### src/rtl/autovec_irq_pkg.sv
package autovec_irq_pkg;
  localparam int LVL_W = 3;
  localparam int FC_W  = 3;
  localparam logic [FC_W-1:0] FC_IACK = 3'b111;

  typedef logic [LVL_W-1:0] lvl_t;

  // Priority pins carry the level inverted.
  function automatic lvl_t lvl_to_ipl_n(input lvl_t lvl);
    return ~lvl;
  endfunction

  // An acknowledge cycle: interrupt function code with the strobe active.
  function automatic logic is_iack(input logic [FC_W-1:0] fc, input logic as_n);
    return (fc == FC_IACK) && !as_n;
  endfunction

  function automatic lvl_t pick_higher(input lvl_t a, input lvl_t b);
    return (a > b) ? a : b;
  endfunction
endpackage

### src/rtl/avi_iack_tracker.sv
module avi_iack_tracker
  import autovec_irq_pkg::*;
(
  input  logic            clk,
  input  logic            rst_n,
  input  logic [FC_W-1:0] fc_i,
  input  logic            as_n_i,
  input  lvl_t            ack_lvl_i,
  output logic            vpa_n_o,
  output logic            iack_end_o,
  output lvl_t            ack_lvl_o
);
  logic iack_act;
  logic iack_q;
  logic vpa_n_q;
  lvl_t lvl_q;

  assign iack_act = is_iack(fc_i, as_n_i);

  always_ff @(posedge clk) begin
    if (!rst_n) begin
      iack_q  <= 1'b0;
      vpa_n_q <= 1'b1;
      lvl_q   <= '0;
    end else begin
      iack_q  <= iack_act;
      vpa_n_q <= !iack_act;
      if (iack_act) lvl_q <= ack_lvl_i;
    end
  end

  assign vpa_n_o    = vpa_n_q;
  assign iack_end_o = iack_q && !iack_act;
  assign ack_lvl_o  = lvl_q;


  vpa_iack_only_chk: assert property (@(posedge clk) disable iff (!rst_n)
    !vpa_n_o |-> $past(fc_i) == FC_IACK);


  vpa_release_chk: assert property (@(posedge clk) disable iff (!rst_n)
    iack_end_o |=> vpa_n_o);
endmodule

### src/rtl/avi_pending_bank.sv
module avi_pending_bank
  import autovec_irq_pkg::*;
#(
  parameter int NUM_SRC = 3,
  parameter logic [NUM_SRC*LVL_W-1:0] SRC_LVLS = {3'd2, 3'd6, 3'd4}
) (
  input  logic               clk,
  input  logic               rst_n,
  input  logic [NUM_SRC-1:0] req_i,
  input  logic               iack_end_i,
  input  lvl_t               ack_lvl_i,
  output logic [NUM_SRC-1:0] pend_o,
  output logic [NUM_SRC-1:0] ack_o
);
  logic [NUM_SRC-1:0] pend_q;
  logic [NUM_SRC-1:0] ack_q;
  logic [NUM_SRC-1:0] clr_hit;

  for (genvar g = 0; g < NUM_SRC; g++) begin : g_src
    localparam lvl_t SRC_LVL = SRC_LVLS[g*LVL_W +: LVL_W];

    assign clr_hit[g] = iack_end_i && (ack_lvl_i == SRC_LVL);

    always_ff @(posedge clk) begin
      if (!rst_n) begin
        pend_q[g] <= 1'b0;
        ack_q[g]  <= 1'b0;
      end else begin
        // a new request outranks a clear in the same clock
        pend_q[g] <= req_i[g] || (pend_q[g] && !clr_hit[g]);
        ack_q[g]  <= clr_hit[g] && pend_q[g];
      end
    end


    req_sets_pend_chk: assert property (@(posedge clk) disable iff (!rst_n)
      req_i[g] |=> pend_o[g]);
  end

  assign pend_o = pend_q;
  assign ack_o  = ack_q;


  ack_onehot_chk: assert property (@(posedge clk) disable iff (!rst_n)
    $onehot0(ack_o));


  ack_single_pulse_chk: assert property (@(posedge clk) disable iff (!rst_n)
    (ack_o != '0) |=> (ack_o == '0));
endmodule

### src/rtl/avi_level_encoder.sv
module avi_level_encoder
  import autovec_irq_pkg::*;
#(
  parameter int NUM_SRC = 3,
  parameter logic [NUM_SRC*LVL_W-1:0] SRC_LVLS = {3'd2, 3'd6, 3'd4}
) (
  input  logic [NUM_SRC-1:0] active_i,
  output lvl_t               top_lvl_o
);
  always_comb begin
    top_lvl_o = '0;
    for (int i = 0; i < NUM_SRC; i++) begin
      if (active_i[i]) top_lvl_o = pick_higher(top_lvl_o, SRC_LVLS[i*LVL_W +: LVL_W]);
    end
  end
endmodule

### src/rtl/autovec_irq_ctrl.sv
module autovec_irq_ctrl
  import autovec_irq_pkg::*;
#(
  parameter int NUM_SRC = 3,
  parameter logic [NUM_SRC*LVL_W-1:0] SRC_LVLS = {3'd2, 3'd6, 3'd4}
) (
  input  logic               clk,
  input  logic               rst_n,
  input  logic [NUM_SRC-1:0] req_i,
  input  logic [NUM_SRC-1:0] en_i,
  input  logic [2:0]         fc_i,
  input  logic               as_n_i,
  input  logic [2:0]         ack_lvl_i,
  output logic [2:0]         ipl_n_o,
  output logic               vpa_n_o,
  output logic [NUM_SRC-1:0] ack_o
);
  logic [NUM_SRC-1:0] pend;
  logic [NUM_SRC-1:0] visible;
  logic               iack_end;
  lvl_t               held_lvl;
  lvl_t               top_lvl;

  avi_iack_tracker u_iack (
    .clk        (clk),
    .rst_n      (rst_n),
    .fc_i       (fc_i),
    .as_n_i     (as_n_i),
    .ack_lvl_i  (ack_lvl_i),
    .vpa_n_o    (vpa_n_o),
    .iack_end_o (iack_end),
    .ack_lvl_o  (held_lvl)
  );

  avi_pending_bank #(.NUM_SRC(NUM_SRC), .SRC_LVLS(SRC_LVLS)) u_pend (
    .clk        (clk),
    .rst_n      (rst_n),
    .req_i      (req_i),
    .iack_end_i (iack_end),
    .ack_lvl_i  (held_lvl),
    .pend_o     (pend),
    .ack_o      (ack_o)
  );

  assign visible = pend & en_i;

  avi_level_encoder #(.NUM_SRC(NUM_SRC), .SRC_LVLS(SRC_LVLS)) u_enc (
    .active_i  (visible),
    .top_lvl_o (top_lvl)
  );

  assign ipl_n_o = lvl_to_ipl_n(top_lvl);


  ipl_idle_chk: assert property (@(posedge clk) disable iff (!rst_n)
    (visible == '0) |-> (ipl_n_o == 3'b111));


  ipl_masked_chk: assert property (@(posedge clk) disable iff (!rst_n)
    (en_i == '0) |-> (ipl_n_o == 3'b111));
endmodule

### config.mk
export PLATFORM = sky130hd
export DESIGN_NAME = autovec_irq_ctrl
export DESIGN_NICKNAME = d
export VERILOG_FILES = /design/src/rtl/autovec_irq_pkg.sv /design/src/rtl/avi_iack_tracker.sv /design/src/rtl/avi_pending_bank.sv /design/src/rtl/avi_level_encoder.sv /design/src/rtl/autovec_irq_ctrl.sv
export SDC_FILE = /design/constraint.sdc
export NUM_CORES = 1
export LEC_CHECK = 0
export ABC_CLOCK_PERIOD_IN_PS = 1600
export BUFFER_PORTS_ARGS = -buffer_cell sky130_fd_sc_hd__buf_2
export CAP_MARGIN = 0
export CORE_MARGIN = 4
export CORE_UTILIZATION = 25
export DETAILED_ROUTE_END_ITERATION = 10
export GPL_TIMING_DRIVEN = 0
export PLACE_DENSITY = 0.5
export SYNTH_ARGS = -nofsm -noshare
export SYNTH_HDL_FRONTEND = slang
export SYNTH_SLANG_ARGS = --single-unit
### constraint.sdc
create_clock -name clk -period 1.6 [get_ports clk]
set_clock_uncertainty 0.05 [all_clocks]
set_input_delay 0.32 -clock clk [delete_from_list [all_inputs] [get_ports clk]]
set_output_delay 0.32 -clock clk [all_outputs]
set_load 0.02 [all_outputs]
* Yosys cells after proc, flatten, opt, wreduce, memory -nomap -nowiden
Index checks and enable logic that the tools add are counted. Widths: inputs -> output; s select.
Operators by class: $lt $le $gt $ge 2, equality and inequality tests 4, multiplexer cells 5, bitwise gates (word level) 2, reductions and logical operators 19
Operators by type and width (count):
- $mux 3 | 5
- $logic_and 1x1->1 | 11
- $eq 3x3->1 const B | 3
- $logic_not 1->1 | 5
- $and 3x3->3 | 1
- $eq 3x2->1 const B | 1
- $gt 3x2->1 const B | 1
- $gt 3x3->1 const B | 1
- $logic_or 1x1->1 | 3
- $not 3->3 | 1
Word-level totals: register bits 11, bits of input ports 15, output and inout bits 7

* Longest topological paths before layout
word-level depth 9, gate-level depth with buffers 4, gate-level depth less buffers 3

* By module
A second synthesis with hierarchy kept.
Unflattened totals: cells, all modules 50, area total of the unflattened synthesis 457.9 µm²
By module, submodules not included:
- avi_pending_bank | instances 1, cells an instance 20, area an instance 209.0 µm², seq. area each 120.1 µm²
- avi_iack_tracker | instances 1, cells an instance 19, area an instance 190.2 µm², seq. area each 100.1 µm²
- autovec_irq_ctrl | instances 1, cells an instance 6, area an instance 30.0 µm², seq. area each 0.0 µm²
- avi_level_encoder | instances 1, cells an instance 5, area an instance 28.8 µm², seq. area each 0.0 µm²

* Least setup slack after synthesis
OpenSTA, ideal clock, no wires.
path type input to register, start in fc_i[0], end reg u_pend.ack_q[2], in the netlist u_pend.ack_o[2], library setup time 0.061 ns, data arrival time 1.138 ns, slack 0.351 ns, cell stages on the path 4, path buffers 1, cells stage by stage and4b_1 -> buf_6 -> nor4bb_4 -> and4b_1
On the way: word-level cells in the longest chain between the ends 6
Ends and longest elaborated chain:
- start, declared | line autovec_irq_ctrl.sv:11 | input logic [2:0] fc_i,
- $eq 3x3->1 | line autovec_irq_pkg.sv:15 | return (fc == FC_IACK) && !as_n;
- $logic_and 1x1->1 | line autovec_irq_pkg.sv:15
- $logic_not 1->1 | line avi_iack_tracker.sv:33 | assign iack_end_o = iack_q && !iack_act;
- $logic_and 1x1->1 | line avi_iack_tracker.sv:33
- $logic_and 1x1->1 | line avi_pending_bank.sv:22 | assign clr_hit[g] = iack_end_i && (ack_lvl_i == SRC_LVL);
- $logic_and 1x1->1 | line avi_pending_bank.sv:31 | ack_q[g] <= clr_hit[g] && pend_q[g];
- end signal, assigned by index | line avi_pending_bank.sv:31
- end, declared | line avi_pending_bank.sv:16 | logic [NUM_SRC-1:0] ack_q;
Every way passes these cells. A chain may end at the register's enable or synchronous reset.

* Worst setup path after layout
start reg u_pend.pend_q[0], in the netlist u_pend.pend_o[0], end out ipl_n_o[1]
On the way: word-level cells in the longest chain between the ends 9
Ends and longest elaborated chain:
- start, declared | line avi_pending_bank.sv:15 | logic [NUM_SRC-1:0] pend_q;
- start signal, assigned by index | line avi_pending_bank.sv:30 | pend_q[g] <= req_i[g] || (pend_q[g] && !clr_hit[g]);
- $and 3x3->3 (*) | line autovec_irq_ctrl.sv:45 | assign visible = pend & en_i;
- $mux 3 (*) | line avi_level_encoder.sv:13 | if (active_i[i]) top_lvl_o = pick_higher(top_lvl_o, SRC_LVLS[i*LVL_W +: LVL_W]);
- $gt 3x3->1 | line autovec_irq_pkg.sv:19 | return (a > b) ? a : b;
- $mux 3 | line autovec_irq_pkg.sv:19
- $mux 3 (*) | line avi_level_encoder.sv:13
- $gt 3x2->1 | line autovec_irq_pkg.sv:19
- $mux 3 | line autovec_irq_pkg.sv:19
- $mux 3 (*) | line avi_level_encoder.sv:13
- $not 3->3 (*) | line autovec_irq_pkg.sv:10 | return ~lvl;
- end, declared | line autovec_irq_ctrl.sv:14 | output logic [2:0] ipl_n_o,
Mark *: on every way between the ends. The rest lies on a longest branch, timed or not.

==> flow_summary.toml <==
[run_status]
status = "complete, no violations"

[critical_path]
path_class = "reg -> out"
worstSetupStartpointType = "flop"
crit_required_ps = 1230
worstReg2RegStart = "u_iack.ack_lvl_o[0]"
timing.critical_path.slowest_cell_delay_ps = 370
timing.critical_path.buf_inv = 1
timing.critical_path.fanout_max = 4
critical_path.slowest_cell = "dfxtp_1"
timing.critical_path.arrival_ps = 1060
crit_chain = "nand2_1, a32oi_1, buf_2"
crit_path_start = "u_pend.pend_o[0]"
crit_family = "flip-flops"
end_kind = "primary output"

[cts]
clock_tree_from_tritoncts = "done"
path_clk_slew_ps = 60
cts_sinks = 11
postCtsHoldBufs = 0
postCtsSetupBuffers = 0
clock-root-buffer = "clkbuf_4"
clock_tree.buffer_depth = 2
cts_made_buffers = 3
htree_levels = 1
post_cts_resize_count = 0
insertion_delay_ps = 270

[sta]
rsz0062_at_grt = "no"
fin_tns_setup_ps = 0
clock.fmax_mhz = 697.4
finalCritPeriodShare_pct = 89.62
finalHoldViolCount = 0
final.min_clock_period_ps = 1434
timing_max_transition_violations_final = 0
timing.final.setup_violations = 0

[logic_synthesis]
ys_seq_elements = 11
yosys_warnings = 0
synth_top_area_share_pct = 49.58
synthesis.nets = 55
synth_top_cell_by_area = "dfxtp_1"
synth.avg_cell_area_um2 = 11.10
synth_seq_area_share_pct = 49.58
synth.top_cells.by_area = "dfxtp_1 (50%), mux2i_1 (6.8%), nor4bb_4 (5.6%)"
area_of_the_mapped_netlist_um2 = 444.2
ys_types = 19
syn_inst = 40

[floorplan]
pin_count = 22
initial_core_util_pct = 27.86
design.core.area_um2 = 1594
dieHeight_um = 50.15
width_of_the_die_um = 50.15
die_area_um2 = 2515
num_rows = 14

[job]
cap_viol_max_count = 0

[cells_and_area]
n_antenna_cell = 0
postLayoutCellArea_um2 = 600.6
utilization_pct = 37.68
area_growth_syn_to_layout_pct = 35.21
drive_above_1_share_pct = 43.75
number_of_nets_in_the_layout = 80

[placed_design]
placement.io_buffers = 20
gpl_congestion = 0.6345
postPlaceCellArea_um2 = 574.3

[routing]
final_antenna_net_count = 0
post_drt_wl_per_cell_um = 9.534
first_drt_iteration_drcs = 1
metal1_wirelength_um = 385
wl_met3_um = 61
drt_wl_total_um = 839
drt-vias-per-instance = 4.000
max_layer_used = "met4"
routed-wl-met2_um = 379
dr_total_vias = 352
route.detailed.drc = 0
drt-pass1-iter-count = 5

[global_routing]
grt_start_max_net_pins = 11
gr-usage-all-layers_pct = 7.249
grt_first_pass_wirelength_mm = 1.359
grt_pass1_vias = 333
antenna_found_initial = 0
grt-ovfl-total = 0

[worst_hold_path]
hold_path.class = "in -> reg"
min-delay-start = "ack_lvl_i[0]"

[power]
power.density_cell_area_nw_per_um2 = 876.8
cellLeakagePower_nw = 0.2619
irDropWorstVdd_mv = 0.3078
power_uw = 526.6
final timing paths:
| path | end | slack, ps | cells after the start |
|---|---|---|---|
| min | u_iack.ack_lvl_o[0] | 260 | 3 |
| max reg2reg | u_pend.ack_o[2] | 550 | 2 |
| min reg2reg | u_pend.pend_o[1] | 480 | 1 |
| max | ipl_n_o[1] | 170 | 3 |
cell families after synthesis:
| group | share of synthesized area [%] |
|---|---|
| AOI/OAI and AO/OA | 10.98 |
| buffers and inverters | 6.761 |
| DFF | 49.58 |
| muxes | 6.761 |
| other | 0.8443 |
| and+or+nand+nor | 25.07 |
area by class of cell:
| cell class | instances | area [um2] |
|---|---|---|
| Buffer | 2 | 18.77 |
| Clock buffer | 4 | 26.28 |
| Fill cell | 171 | 993.5 |
| Inverter | 3 | 11.26 |
| Multi-Input combinational cell | 24 | 193.9 |
| Sequential cell | 11 | 220.2 |
| Tap cell | 24 | 30.03 |
| Timing Repair Buffer | 20 | 100.1 |
per-layer routing:
layer / global-route usage, % / vias to the layer above
met1: 8.530 / 146
met2: 9.783 / 13
met3: 3.846 / 2
li1: - / 191
met5: 0 / -
met4: 5.530 / 0
worst reg2reg max path, cell delays in order, from the launching register on:
cell and delay [ps]:
dfxtp_1 350, nor4bb_4 360, and4b_1 230
registers in the layout, summed over array words and instances (netlist names):
name              count
u_iack.ack_lvl_o      3
u_iack.iack_q         1
u_iack.vpa_n_o        1
u_pend.ack_o          3
u_pend.pend_o         3
power by group:
group | switching, mW | leakage, nW | internal (mW) | total (mW)
sequential | 0.00673 | 0.0898 | 0.282 | 0.288
combinational | 0.0261 | 0.157 | 0.0287 | 0.0548
clock | 0.0868 | 0.0150 | 0.0965 | 0.183
cells in the mapped netlist:
master	number
and4b_1	2
nand2_1	1
buf_6	1
conb_1	1
buf_4	1
nor2b_1	3
a32oi_1	1
a31oi_1	2
a22oi_1	1
dfxtp_1	11
a21oi_1	1
inv_1	3
and2_2	1
nor2_1	1
nor4bb_4	1
o21ai_0	3
nor4b_2	1
mux2i_1	3
and4_1	2
layout by cell type, fill, tap and decap left out:
cell / instances
a21oi_1: 1
a22oi_1: 1
a31oi_1: 2
a32oi_1: 1
and2_2: 1
and4_1: 2
and4b_1: 2
buf_2: 20
buf_4: 1
buf_6: 1
clkbuf_1: 1
clkbuf_4: 3
conb_1: 1
dfxtp_1: 11
inv_1: 3
mux2i_1: 3
nand2_1: 1
nor2_1: 1
nor2b_1: 3
nor4b_2: 1
nor4bb_4: 1
o21ai_0: 3
stage by stage:
stage               hold slack, ps  instances  setup WS (ps)
CTS                          244.6         88          150.2
finish                       255.9         88          166.0
detailed placement           466.3         84          166.4
global placement             470.2         84          161.0
global route                 256.8         88          71.62
floorplan                    398.2         40          351.3
Note: power is estimated with default switching activity, not from simulation.
